<file path="src/rtl/mpio_pkg.sv">
package mpio_pkg;

    localparam int DATA_W        = 32;
    localparam int ADDR_W        = 8;
    localparam int BIDIR_N       = 6;
    localparam int BIDIR_OUT_LSB = 25;
    localparam int BIDIR_IN_LSB  = 10;
    localparam int BIDIR_IN_LAST = 24;
    localparam int OUTONLY_N     = 24;
    localparam int INONLY_N      = 29;
    localparam int NBR_DIR_N     = 13;

    typedef enum logic [ADDR_W-1:0] {
        OFF_IN_STATE  = 8'h00,
        OFF_OUT_SET   = 8'h04,
        OFF_OUT_CLR   = 8'h08,
        OFF_OUT_STATE = 8'h0C,
        OFF_DIR_SET   = 8'h10,
        OFF_DIR_CLR   = 8'h14,
        OFF_DIR_STATE = 8'h18
    } reg_off_e;

    typedef enum logic [1:0] {
        RD_ZERO = 2'd0,
        RD_IN   = 2'd1,
        RD_OUT  = 2'd2,
        RD_DIR  = 2'd3
    } rd_src_e;

    typedef struct packed {
        logic    out_set;
        logic    out_clr;
        logic    dir_set;
        logic    dir_clr;
        rd_src_e rd_src;
    } access_t;

    function automatic access_t decode(input logic sel, input logic wr,
                                       input logic [ADDR_W-1:0] addr);
        access_t a;
        a = '{out_set: 1'b0, out_clr: 1'b0, dir_set: 1'b0, dir_clr: 1'b0,
              rd_src: RD_ZERO};
        if (sel && wr) begin
            a.out_set = (addr == OFF_OUT_SET);
            a.out_clr = (addr == OFF_OUT_CLR);
            a.dir_set = (addr == OFF_DIR_SET);
            a.dir_clr = (addr == OFF_DIR_CLR);
        end else if (sel) begin
            case (addr)
                OFF_IN_STATE:  a.rd_src = RD_IN;
                OFF_OUT_STATE: a.rd_src = RD_OUT;
                OFF_DIR_STATE: a.rd_src = RD_DIR;
                default:       a.rd_src = RD_ZERO;
            endcase
        end
        return a;
    endfunction

    function automatic logic [DATA_W-1:0] out_mask();
        logic [DATA_W-1:0] m = '0;
        for (int i = 0; i < OUTONLY_N; i++) m[i] = 1'b1;
        for (int i = 0; i < BIDIR_N; i++)   m[BIDIR_OUT_LSB+i] = 1'b1;
        return m;
    endfunction

    function automatic logic [DATA_W-1:0] dir_mask();
        logic [DATA_W-1:0] m = '0;
        for (int i = 0; i < NBR_DIR_N; i++) m[i] = 1'b1;
        for (int i = 0; i < BIDIR_N; i++)   m[BIDIR_OUT_LSB+i] = 1'b1;
        return m;
    endfunction

    function automatic int bidir_in_bit(input int n);
        return (n == BIDIR_N - 1) ? BIDIR_IN_LAST : BIDIR_IN_LSB + n;
    endfunction

    function automatic logic inonly_used(input int k);
        return !((k >= BIDIR_IN_LSB && k < BIDIR_IN_LSB + BIDIR_N - 1) ||
                 k == BIDIR_IN_LAST);
    endfunction

    function automatic logic [DATA_W-1:0] pack_inputs(
        input logic [BIDIR_N-1:0]  bi,
        input logic [INONLY_N-1:0] ii);
        logic [DATA_W-1:0] w = '0;
        for (int k = 0; k < INONLY_N; k++)
            if (inonly_used(k)) w[k] = ii[k];
        for (int n = 0; n < BIDIR_N; n++) w[bidir_in_bit(n)] = bi[n];
        return w;
    endfunction

endpackage

</file>
<file path="src/rtl/mpio_sync.sv">
module mpio_sync #(
    parameter int W = 1
) (
    input  logic         clk,
    input  logic         rst,
    input  logic [W-1:0] d,
    output logic [W-1:0] q
);
    logic [W-1:0] stage1;

    always_ff @(posedge clk) begin
        if (rst) begin
            stage1 <= '0;
            q      <= '0;
        end else begin
            stage1 <= d;
            q      <= stage1;
        end
    end
endmodule

</file>
<file path="src/rtl/mpio_w1sc_reg.sv">
module mpio_w1sc_reg #(
    parameter int             W    = 32,
    parameter logic [W-1:0]   MASK = '1
) (
    input  logic         clk,
    input  logic         rst,
    input  logic         set_en,
    input  logic         clr_en,
    input  logic [W-1:0] bits,
    output logic [W-1:0] q
);
    logic [W-1:0] nxt;

    always_comb begin
        nxt = q;
        if (set_en) nxt = nxt | bits;
        if (clr_en) nxt = nxt & ~bits;
        nxt = nxt & MASK;
    end

    always_ff @(posedge clk) begin
        if (rst) q <= '0;
        else     q <= nxt;
    end

    // written ones take effect next cycle, zeros preserve state
    p_set_ones_r2: assert property (@(posedge clk) disable iff (rst)
        (set_en && !clr_en) |=> ((q & $past(bits & MASK)) == $past(bits & MASK)));
    p_clr_ones_r3: assert property (@(posedge clk) disable iff (rst)
        (clr_en && !set_en) |=> ((q & $past(bits)) == '0));
    p_zero_keep_r2: assert property (@(posedge clk) disable iff (rst)
        (set_en && !clr_en) |=> ((q & ~$past(bits)) == ($past(q) & ~$past(bits))));
endmodule

</file>
<file path="src/rtl/mpio_port_ctrl.sv">
module mpio_port_ctrl
    import mpio_pkg::*;
#(
    parameter int AW = ADDR_W,
    parameter int DW = DATA_W
) (
    input  logic                 clk,
    input  logic                 rst,
    input  logic                 bus_sel,
    input  logic                 bus_wr,
    input  logic [AW-1:0]        bus_addr,
    input  logic [DW-1:0]        bus_wdata,
    output logic [DW-1:0]        bus_rdata,
    output logic                 bus_rvalid,
    input  logic [BIDIR_N-1:0]   bidir_in,
    input  logic [INONLY_N-1:0]  in_only_i,
    output logic [BIDIR_N-1:0]   bidir_out,
    output logic [BIDIR_N-1:0]   bidir_oe,
    output logic [OUTONLY_N-1:0] out_only_o,
    output logic [NBR_DIR_N-1:0] nbr_dir_o
);
    localparam logic [DW-1:0] OUT_MASK = out_mask();
    localparam logic [DW-1:0] DIR_MASK = dir_mask();

    access_t           acc;
    logic [DW-1:0]     out_word, dir_word, in_word;
    logic [BIDIR_N-1:0]  bi_sync;
    logic [INONLY_N-1:0] ii_sync;

    assign acc = decode(bus_sel, bus_wr, bus_addr);

    mpio_sync #(.W(BIDIR_N)) u_sync_bi (
        .clk(clk), .rst(rst), .d(bidir_in), .q(bi_sync));
    mpio_sync #(.W(INONLY_N)) u_sync_ii (
        .clk(clk), .rst(rst), .d(in_only_i), .q(ii_sync));

    assign in_word = pack_inputs(bi_sync, ii_sync);

    mpio_w1sc_reg #(.W(DW), .MASK(OUT_MASK)) u_out_reg (
        .clk(clk), .rst(rst), .set_en(acc.out_set), .clr_en(acc.out_clr),
        .bits(bus_wdata), .q(out_word));
    mpio_w1sc_reg #(.W(DW), .MASK(DIR_MASK)) u_dir_reg (
        .clk(clk), .rst(rst), .set_en(acc.dir_set), .clr_en(acc.dir_clr),
        .bits(bus_wdata), .q(dir_word));

    assign out_only_o = out_word[OUTONLY_N-1:0];
    assign nbr_dir_o  = dir_word[NBR_DIR_N-1:0];

    for (genvar n = 0; n < BIDIR_N; n++) begin : g_bidir
        assign bidir_out[n] = out_word[BIDIR_OUT_LSB+n];
        assign bidir_oe[n]  = dir_word[BIDIR_OUT_LSB+n];
    end

    always_ff @(posedge clk) begin
        if (rst) begin
            bus_rdata  <= '0;
            bus_rvalid <= 1'b0;
        end else begin
            bus_rvalid <= bus_sel && !bus_wr;
            case (acc.rd_src)
                RD_IN:   bus_rdata <= in_word;
                RD_OUT:  bus_rdata <= out_word;
                RD_DIR:  bus_rdata <= dir_word;
                default: bus_rdata <= '0;
            endcase
        end
    end

    // everything is quiet right after reset
    p_reset_quiet_r1: assert property (@(posedge clk)
        rst |=> (bidir_oe == '0 && out_only_o == '0 && bidir_out == '0 &&
                 nbr_dir_o == '0 && !bus_rvalid));
    // a read strobe is answered on the next cycle
    p_read_lat_r7: assert property (@(posedge clk) disable iff (rst)
        (bus_sel && !bus_wr) |=> bus_rvalid);
    // writes to read-only or unmapped offsets leave the pins alone
    p_ro_write_r9: assert property (@(posedge clk) disable iff (rst)
        (bus_sel && bus_wr && bus_addr != OFF_OUT_SET && bus_addr != OFF_OUT_CLR &&
         bus_addr != OFF_DIR_SET && bus_addr != OFF_DIR_CLR)
        |=> ($stable(out_only_o) && $stable(bidir_out) && $stable(bidir_oe) &&
             $stable(nbr_dir_o)));
    // enabling a pin never changes its level in that cycle
    p_oe_level_r10: assert property (@(posedge clk) disable iff (rst)
        $rose(bidir_oe[0]) |-> $stable(bidir_out[0]));
    p_oe_level5_r10: assert property (@(posedge clk) disable iff (rst)
        $rose(bidir_oe[BIDIR_N-1]) |-> $stable(bidir_out[BIDIR_N-1]));
endmodule

</file>
<file path="config.mk">
export PLATFORM = sky130hd
export DESIGN_NAME = mpio_port_ctrl
export DESIGN_NICKNAME = d
export VERILOG_FILES = /design/src/rtl/mpio_pkg.sv /design/src/rtl/mpio_sync.sv /design/src/rtl/mpio_w1sc_reg.sv /design/src/rtl/mpio_port_ctrl.sv
export SDC_FILE = /design/constraint.sdc
export NUM_CORES = 1
export LEC_CHECK = 0
export CAP_MARGIN = 20
export CORE_UTILIZATION = 45
export CTS_CLUSTER_DIAMETER = 200
export DETAILED_ROUTE_END_ITERATION = 7
export DONT_BUFFER_PORTS = 1
export GPL_TIMING_DRIVEN = 1
export PLACE_DENSITY_LB_ADDON = 0.12
export SLEW_MARGIN = 0
export SYNTH_ARGS = -nofsm -noshare
export SYNTH_HDL_FRONTEND = slang
export SYNTH_SLANG_ARGS = --single-unit
</file>
<file path="constraint.sdc">
create_clock -name clk -period 4.7 [get_ports clk]
set_clock_uncertainty 0.1 [all_clocks]
set_input_delay 0.235 -clock clk [delete_from_list [all_inputs] [get_ports clk]]
set_output_delay 0.235 -clock clk [all_outputs]
set_load 0.03 [all_outputs]
</file>
======== Yosys cells after proc, flatten, opt, wreduce, memory -nomap -nowiden ========
Index checks and enable logic that the tools add are counted.
word-level totals
  bits in registers ....................... 152
  input port bits ......................... 79
  output and inout port bits .............. 82
  logic and storage cells ................. 35
operators by class
  reduce and logical (&&, ||, !) cells .... 4
  bitwise operators ....................... 5
  multiplexer cells ....................... 9
  eq/ne operators ......................... 9
operator list
  cell                                                              number
  31-bit two-way mux                                                4
  31-bit one-hot mux with 3 select lines                            1
  31-bit bitwise AND                                                2
  31-bit OR                                                         2
  31-bit NOT                                                        1
  8-bit by 5-bit == test with 1-bit output (second input constant)  3
  8-bit by 4-bit == test with 1-bit output (second input constant)  2
  8-bit by 3-bit == test with 1-bit output (second input constant)  1
  8-bit zero test                                                   1
  2-bit one-hot mux with 3 select lines                             1
  2-bit == test (second input constant)                             2
  2-bit two-way mux                                                 2
  4-bit two-way mux                                                 1
  2-bit by 1-bit == test with 1-bit output (second input constant)  1
  1-bit logical AND                                                 2
  1-bit zero test                                                   1

======== Logic depth before layout (Yosys ltp) ========
Gate-level depths: netlist of run 1.
  depth in word-level cells ............... 6
  gate-level depth with buffers ........... 7
  mapped depth without buffers ............ 4

======== Modules after synthesis ========
Synthesis of run 1 repeated with hierarchy kept, for this count alone.
second synthesis, totals
  cell total of the unflattened synthesis .. 460
  area total of the unflattened synthesis .. 5562.8 sq um
by module, submodules not included
  module                     sequential area each (sq um)  instances  area an instance (sq um)  cells each
  mpio_sync (u_sync_ii)      1161.1                        1          1569.0                    122
  mpio_port_ctrl             660.6                         1          1427.6                    134
  mpio_w1sc_reg (u_out_reg)  600.6                         1          1310.0                    102
  mpio_w1sc_reg (u_dir_reg)  380.4                         1          889.6                     77
  mpio_sync (u_sync_bi)      240.2                         1          366.6                     25

======== Worst setup path after synthesis of run 1 ========
OpenSTA, ideal clock, no wires.
  kind .................................... input to register
  start ................................... in bus_addr[1]
  end ..................................... reg bus_rdata[12]
  library setup time ...................... 0.122 ns
  setup slack ............................. 2.708 ns
  data arrival time ....................... 1.770 ns
  stages on the path ...................... 6
  data required time ...................... 4.478 ns
  path through ............................ or4b_1 > buf_2 > o311a_1 > buf_2 > buf_6 > a221o_1
on the way
  word-level cells in the longest chain between the ends .. 6
ends and longest elaborated chain
  what                                                                              line                  text
  start, declared                                                                   mpio_port_ctrl.sv:11  input logic [AW-1:0] bus_addr,
  8-bit by 5-bit == test with 1-bit output (tied with other cells)                  mpio_pkg.sv:49        case (addr)
  2-bit one-hot mux with 3 select lines *                                           mpio_pkg.sv:49
  2-bit two-way mux *                                                               mpio_pkg.sv:48        end else if (sel) begin
  2-bit two-way mux *                                                               mpio_pkg.sv:43        if (sel && wr) begin
  2-bit == test / 2-bit by 1-bit == test with 1-bit output (equally long branches)  mpio_port_ctrl.sv:60  case (acc.rd_src)
  31-bit one-hot mux with 3 select lines *                                          mpio_port_ctrl.sv:60
  end signal, assigned                                                              mpio_port_ctrl.sv:61  RD_IN: bus_rdata <= in_word;
  end signal, assigned                                                              mpio_port_ctrl.sv:62  RD_OUT: bus_rdata <= out_word;
  end signal, assigned                                                              mpio_port_ctrl.sv:63  RD_DIR: bus_rdata <= dir_word;
  end, declared                                                                     mpio_port_ctrl.sv:13  output logic [DW-1:0] bus_rdata,
Every way passes the cells marked *; elsewhere a longest branch is shown, timed or not.
A chain may end at the register's enable or synchronous reset.

======== Worst setup path in the final report of run 1 ========
  start ................................... in bus_wr
  end ..................................... reg bus_rdata[25]
on the way
  word-level cells in the longest chain between the ends .. 4
ends and longest elaborated chain
  what                                                                              line                  text
  start, declared                                                                   mpio_port_ctrl.sv:10  input logic bus_wr,
  1-bit logical AND *                                                               mpio_pkg.sv:43
  2-bit two-way mux *                                                               mpio_pkg.sv:43
  2-bit == test / 2-bit by 1-bit == test with 1-bit output (equally long branches)  mpio_port_ctrl.sv:60
  31-bit one-hot mux with 3 select lines *                                          mpio_port_ctrl.sv:60
Marked as above.

==> results.yml, run 1 <==
setup_path:
  worst_path_max_delay_cell: "o311a_1"
  cpPeakStageDelay_ps: 890
  cp_max_fo: 17
  crit_path_cell_trace: "dlygate4sd3_1 -> or3b_1 -> nor4_4 -> o311a_1 -> a221o_1"
  crit_arrival_ps: 2990
  criticalPathCategory: "in -> reg"
  end_kind: "flip-flop"
  reg2reg_slack_ps: 3160
  reg2reg_depth: 3
  startpoint_type: "input port"
  cp_data_required_time_ps: 5040
job:
  cap_violations: 0
placed_design:
  hpwlAfterDp_um: 6447
  gp_congestion: 0.7699
  dp_cells: 512
  port_buffers: 0
worst_hold_path:
  min_to: "u_sync_ii.q[26]"
  hold_depth: 2
  hold_class: "in -> reg"
  hp-start: "rst"
sta:
  max_slew_margin: 0.3574
  whs_ps: 58.80
  fmax_mhz: 377.5
  min_period_ps: 2649
  final.setup.tns_ps: 0
  fin_crit_sh: 0.5637
  worstMarginPinSlew_ps: 961.4
  report.final.slew_viol_count: 0
  rsz0062_at_grt: "no"
  final-setup-viol-count: 0
  hold_viol: 0
layout:
  fill_cells: 780
  final_cells: 611
  layout_common_cells: "139 x dfxtp_1, 66 x dlygate4sd3_1, 58 x nor2b_1"
  nNetsFinal: 544
  final_layout_size_suffix_gt1_frac: 0.1213
  area_delta_synth_final_pct: 29.98
  layout_commonest_cell: "dfxtp_1"
  diodes: 0
  final_core_util: 0.6077
logic_synthesis:
  ys_ff_latch: 139
  syn_inst: 404
  yosysSeqAreaShare: 0.6034
  synth_area_leaders: "dfxtp_1 60%, nor2b_1 7.9%, a211oi_1 6.3%, a21oi_1 5.1%, a221o_1 3.7%"
  syn_avg_cell_area_um2: 11.42
  syn-cell-area_mm2: 0.004612
  synth.distinct_cells: 33
  synth_top_area_frac: 0.6034
  yosys.area.top_type: "dfxtp_1"
  syn_nets: 483
  yosysWarnings: 0
clock_network:
  clock_sink_count: 139
  htree_levels: 4
  cts_root_buf: "clkbuf_8"
  post_cts_buffers: 0
  cts_max_path_buffers: 2
  ctsResizeCount: 0
  cts_tree: "yes"
  clk_pin_slew_ps: 60
  worstSkewPairLatency_ps: 500
  numCtsBuffers: 17
floorplan:
  core_mm2: 0.009864
  initial_core_util: 0.4675
  ios: 161
  rows: 36
  dieWidth_um: 103.2
  die-area_mm2: 0.01066
  fp.dieH_um: 103.2
routing:
  drt_iter0_markers: 104
  drc: 0
  wl_um: 11040
  wl_per_cell_um: 18.07
  drt_pre_antenna_iters: 4
  antenna_left: 0
  via_count: 3271
  routed_via_density: 5.354
global_route:
  grt_max_degree: 109
  grt_pass1_wl_um: 16400
  grtUsageTotal: 0.2087
  grt_pass1_vias: 3142
  antenna_found_initial: 0
  grt-ovfl-total: 0
power_and_ir_drop:
  power_leakage_nw: 2.184
  irDropWorstVdd_mv: 0.2169
  total_power_mw: 2.674
  power.density_mw_per_mm2: 446.1
run_status:
  status: "completed"
cell usage after synthesis (all sizes together):
library cell  number
dfxtp            139
nor2b             58
a211oi            49
a21oi             49
a221o             17
clkbuf            17
and2              13
buf               13
a22o              11
and3               7
nor4               7
inv                4
nand2              3
nor2               3
mux2i              2
conb               1
nand2b             1
nor3               1
nor4b              1
o311a              1
or2                1
or3                1
or3b               1
or4                1
or4b               1
xnor2              1
xor2               1
area by class of cell:
| type | instances | area [um2] | area share |
|---|---|---|---|
| clock inverter | 14 | 193.9 | 0.03235 |
| inverter | 4 | 15.01 | 0.002505 |
| timing repair buffer | 72 | 725.7 | 0.1211 |
| sequential | 139 | 2783 | 0.4642 |
| tap | 133 | 166.4 | 0.02776 |
| multi-input combinational | 231 | 1693 | 0.2824 |
| clock buffer | 18 | 417.9 | 0.06971 |
logic make-up (layout without fill, tap and decap cells):
| kind of cell | after synthesis | after routing | synth area share |
|---|---|---|---|
| buffers and inverters | 34 | 108 | 0.03608 |
| xor gates and xnor gates | 2 | 2 | 0.003799 |
| DFF | 139 | 139 | 0.6034 |
| muxes | 2 | 2 | 0.004341 |
| other | 1 | 1 | 0.0008131 |
| and+or+nand+nor | 99 | 99 | 0.1462 |
| AOI/OAI and AO/OA | 127 | 127 | 0.2054 |
power breakdown:
part           internal, mW  switching (mW)
clock                 0.864           0.499
sequential             1.20         0.00620
combinational        0.0557          0.0474
per-layer routing:
metal  GRT usage  wire (um)  vias up
li1            -          -     1586
met1      0.2535       4932     1565
met2      0.3462       5324      113
met3     0.06048        697        7
met4     0.08992         84        0
met5           0          0        -
repair_timing:
item                                    CTS  global route
endpoints found under the setup margin    0             0
endpoints found under the hold margin   110             0
hold buffers                             67             0
through the flow:
stage / setup WS, ps / instance area, um2
5_1_grt: 1939 / 5995
2_1_floorplan: 2708 / 4612
6_report: 2051 / 5995
3_5_place_dp: 2074 / 4695
4_1_cts: 2057 / 5995
3_3_place_gp: 2084 / 4695
worst max-delay path: cells and delay by family:
| family | cells | cell delay [ps] |
|---|---|---|
| buffers and inverters | 1 | 580 |
| AO/OA/AOI/OAI | 2 | 1170 |
| AND/OR/NAND/NOR | 2 | 990 |
how the worst max path moves through the flow:
stage	startpoint	slack, ps	depth (start not counted)	end
2_1_floorplan	bus_addr[1]	2710	6	bus_rdata[12]
3_3_place_gp	bus_addr[1]	2080	4	bus_rdata[28]
3_5_place_dp	bus_addr[5]	2070	5	bus_rdata[26]
4_1_cts	bus_wr	2060	5	bus_rdata[25]
5_1_grt	bus_wr	1940	5	bus_rdata[8]
6_report	bus_wr	2050	5	bus_rdata[25]
Note: power is estimated with default switching activity, not from simulation.
==> run 2, diff against run 1 <==
==> constraint.sdc (replaced) <==
create_clock -name clk -period 2.45 [get_ports clk]
set_clock_uncertainty 0.1 [all_clocks]
set_input_delay 0.1225 -clock clk [delete_from_list [all_inputs] [get_ports clk]]
set_output_delay 0.1225 -clock clk [all_outputs]
set_load 0.03 [all_outputs]
==> run 2 against run 1 <==
  * Die area unchanged
  * Global-route usage up 0.42 points
  * Sequential power rose by 92%
  * Hold slack improved by 2.2 ps
  * Clock power grew 86%
  * Count of clock-buffer cells in the layout up 2
  * Cell area grew 0.75%
  * Core utilization is 0.46 points higher
  * Via count increased by 0.55%
  * Worst setup slack got worse by 2000 ps
  * Combinational power rose by 100%
  * Register-to-register slack got worse by 2300 ps
  * Critical endpoint is now bus_rdata[28]
  * Largest cell class unchanged
  * Largest power group unchanged
==> results.yml, run 2 (synthesized netlist as in run 1, its figures left out) <==
layout:
  final_core_util: 0.6123
  diodes: 0
  final_layout_size_suffix_gt1_frac: 0.1245
  postLayoutCellArea_mm2: 0.006040
  area_delta_synth_final_pct: 30.95
  final_cells: 615
  layout_common_cells: "139 x dfxtp_1, 68 x dlygate4sd3_1, 58 x nor2b_1"
  layout_commonest_cell: "dfxtp_1"
  nNetsFinal: 550
clock_network:
  cts_root_buf: "clkbuf_8"
  postCtsHoldBufs: 70
  clock_sink_count: 139
  clk_pin_slew_ps: 60
  worstSkewPairLatency_ps: 500
  cts_tree: "yes"
  ctsResizeCount: 0
  numCtsBuffers: 17
  htree_levels: 4
  post_cts_buffers: 0
  cts_max_path_buffers: 2
floorplan:
  dieWidth_um: 103.2
  ios: 161
  rows: 36
  die-area_mm2: 0.01066
  core_mm2: 0.009864
  fp.dieH_um: 103.2
  initial_core_util: 0.4675
power_and_ir_drop:
  swShare: 0.2056
  power.density_mw_per_mm2: 837.1
  pwr-share-seq: 0.458
  power_switching_mw: 1.039
  comb_power_share: 0.041
  intPower_mw: 4.017
  irDropWorstVdd_mv: 0.4250
  power_leakage_nw: 2.213
  clkPwrFrac: 0.501
routing:
  wl_um: 11220
  routed_via_density: 5.348
  dr_wl_met2_um: 5454
  drt_iter0_markers: 94
  drc: 0
  wl_met1_um: 4993
  via_count: 3289
  antenna_left: 0
  wl_per_cell_um: 18.25
  top_layer_used: "met4"
  wl_met3_um: 700
  drt_pre_antenna_iters: 5
placed_design:
  gp_congestion: 0.8172
  dp_cells: 515
  hpwlAfterDp_um: 6377
  port_buffers: 0
  dpl_cell_area_mm2: 0.004717
setup_path:
  startpoint_type: "input port"
  cp_max_fo: 23
  end_kind: "flip-flop"
  criticalPathCategory: "in -> reg"
  cp_data_required_time_ps: 2790
  crit_arrival_ps: 2700
run_status:
  status: "completed"
global_route:
  grtUsageTotal: 0.2129
  antenna_found_initial: 0
  grt_pass1_wl_um: 16550
  grt_pass1_vias: 3112
  grt_max_degree: 87
  grt-ovfl-total: 0
sta:
  final.setup.tns_ps: 0
  fin_crit_sh: 0.9664
  worstMarginPinSlew_ps: 914.1
  hold_viol: 0
  rsz0062_at_grt: "no"
  final-setup-viol-count: 0
  report.final.slew_viol_count: 0
  fmax_mhz: 422.4
  max_slew_margin: 0.3906
  min_period_ps: 2368
job:
  cap_violations: 0
worst_hold_path:
  hold_class: "in -> reg"
run 2: cell count changes in the layout (fill, tap and decap cells not counted), sizes merged:
cell	delta
buf	+4
bufinv	-1
clkbuf	+2
clkinv	-3
dlygate4sd3	+2
run 2: final cells by class:
type,instances,area [um2]
Inverter,4,15.01
Sequential cell,139,2783
Fill cell,773,3825
Clock buffer,20,445.4
Timing Repair Buffer,78,795.8
Tap cell,133,166.4
Multi-Input combinational cell,231,1693
Clock inverter,10,141.4
run 2: power by group through the flow:
stage               logic [mW]  registers [mW]  clock network [mW]
global placement        0.0629            2.37                   0
floorplan               0.0805            2.36                   0
CTS                      0.206            2.32                2.58
detailed placement      0.0646            2.37                   0
finish                   0.207            2.32                2.53
global route             0.223            2.32                2.68
run 2: through the flow:
step	worst slack (ps)	total power [mW]	hold WS (ps)
3_5_place_dp	305.6	2.433	98.12
3_3_place_gp	335.9	2.430	96.64
2_1_floorplan	570.8	2.445	113.2
6_report	82.37	5.056	61.05
5_1_grt	21.35	5.224	79.18
4_1_cts	134.3	5.101	34.65
run 2: routing by layer:
layer / up-vias / GRT usage
li1: 1597 / -
met4: 0 / 0.08126
met5: - / 0
met1: 1572 / 0.2576
met2: 113 / 0.3523
met3: 7 / 0.07124
run 2: critical path: stages:
cell,delay (ps)
dlygate4sd3_1,590
buf_16,200
or3b_1,470
nor4_4,210
o311a_1,830
a221o_1,270
run 2: worst paths after layout:
path	from	endpoint	slack (ps)	depth (start not counted)
max	rst	bus_rdata[28]	80	6
min	bus_addr[3]	bus_rdata[30]	60	5
max reg2reg	flip-flop	flip-flop	880	3
min reg2reg	u_sync_ii.stage1[6]	u_sync_ii.q[6]	330	1
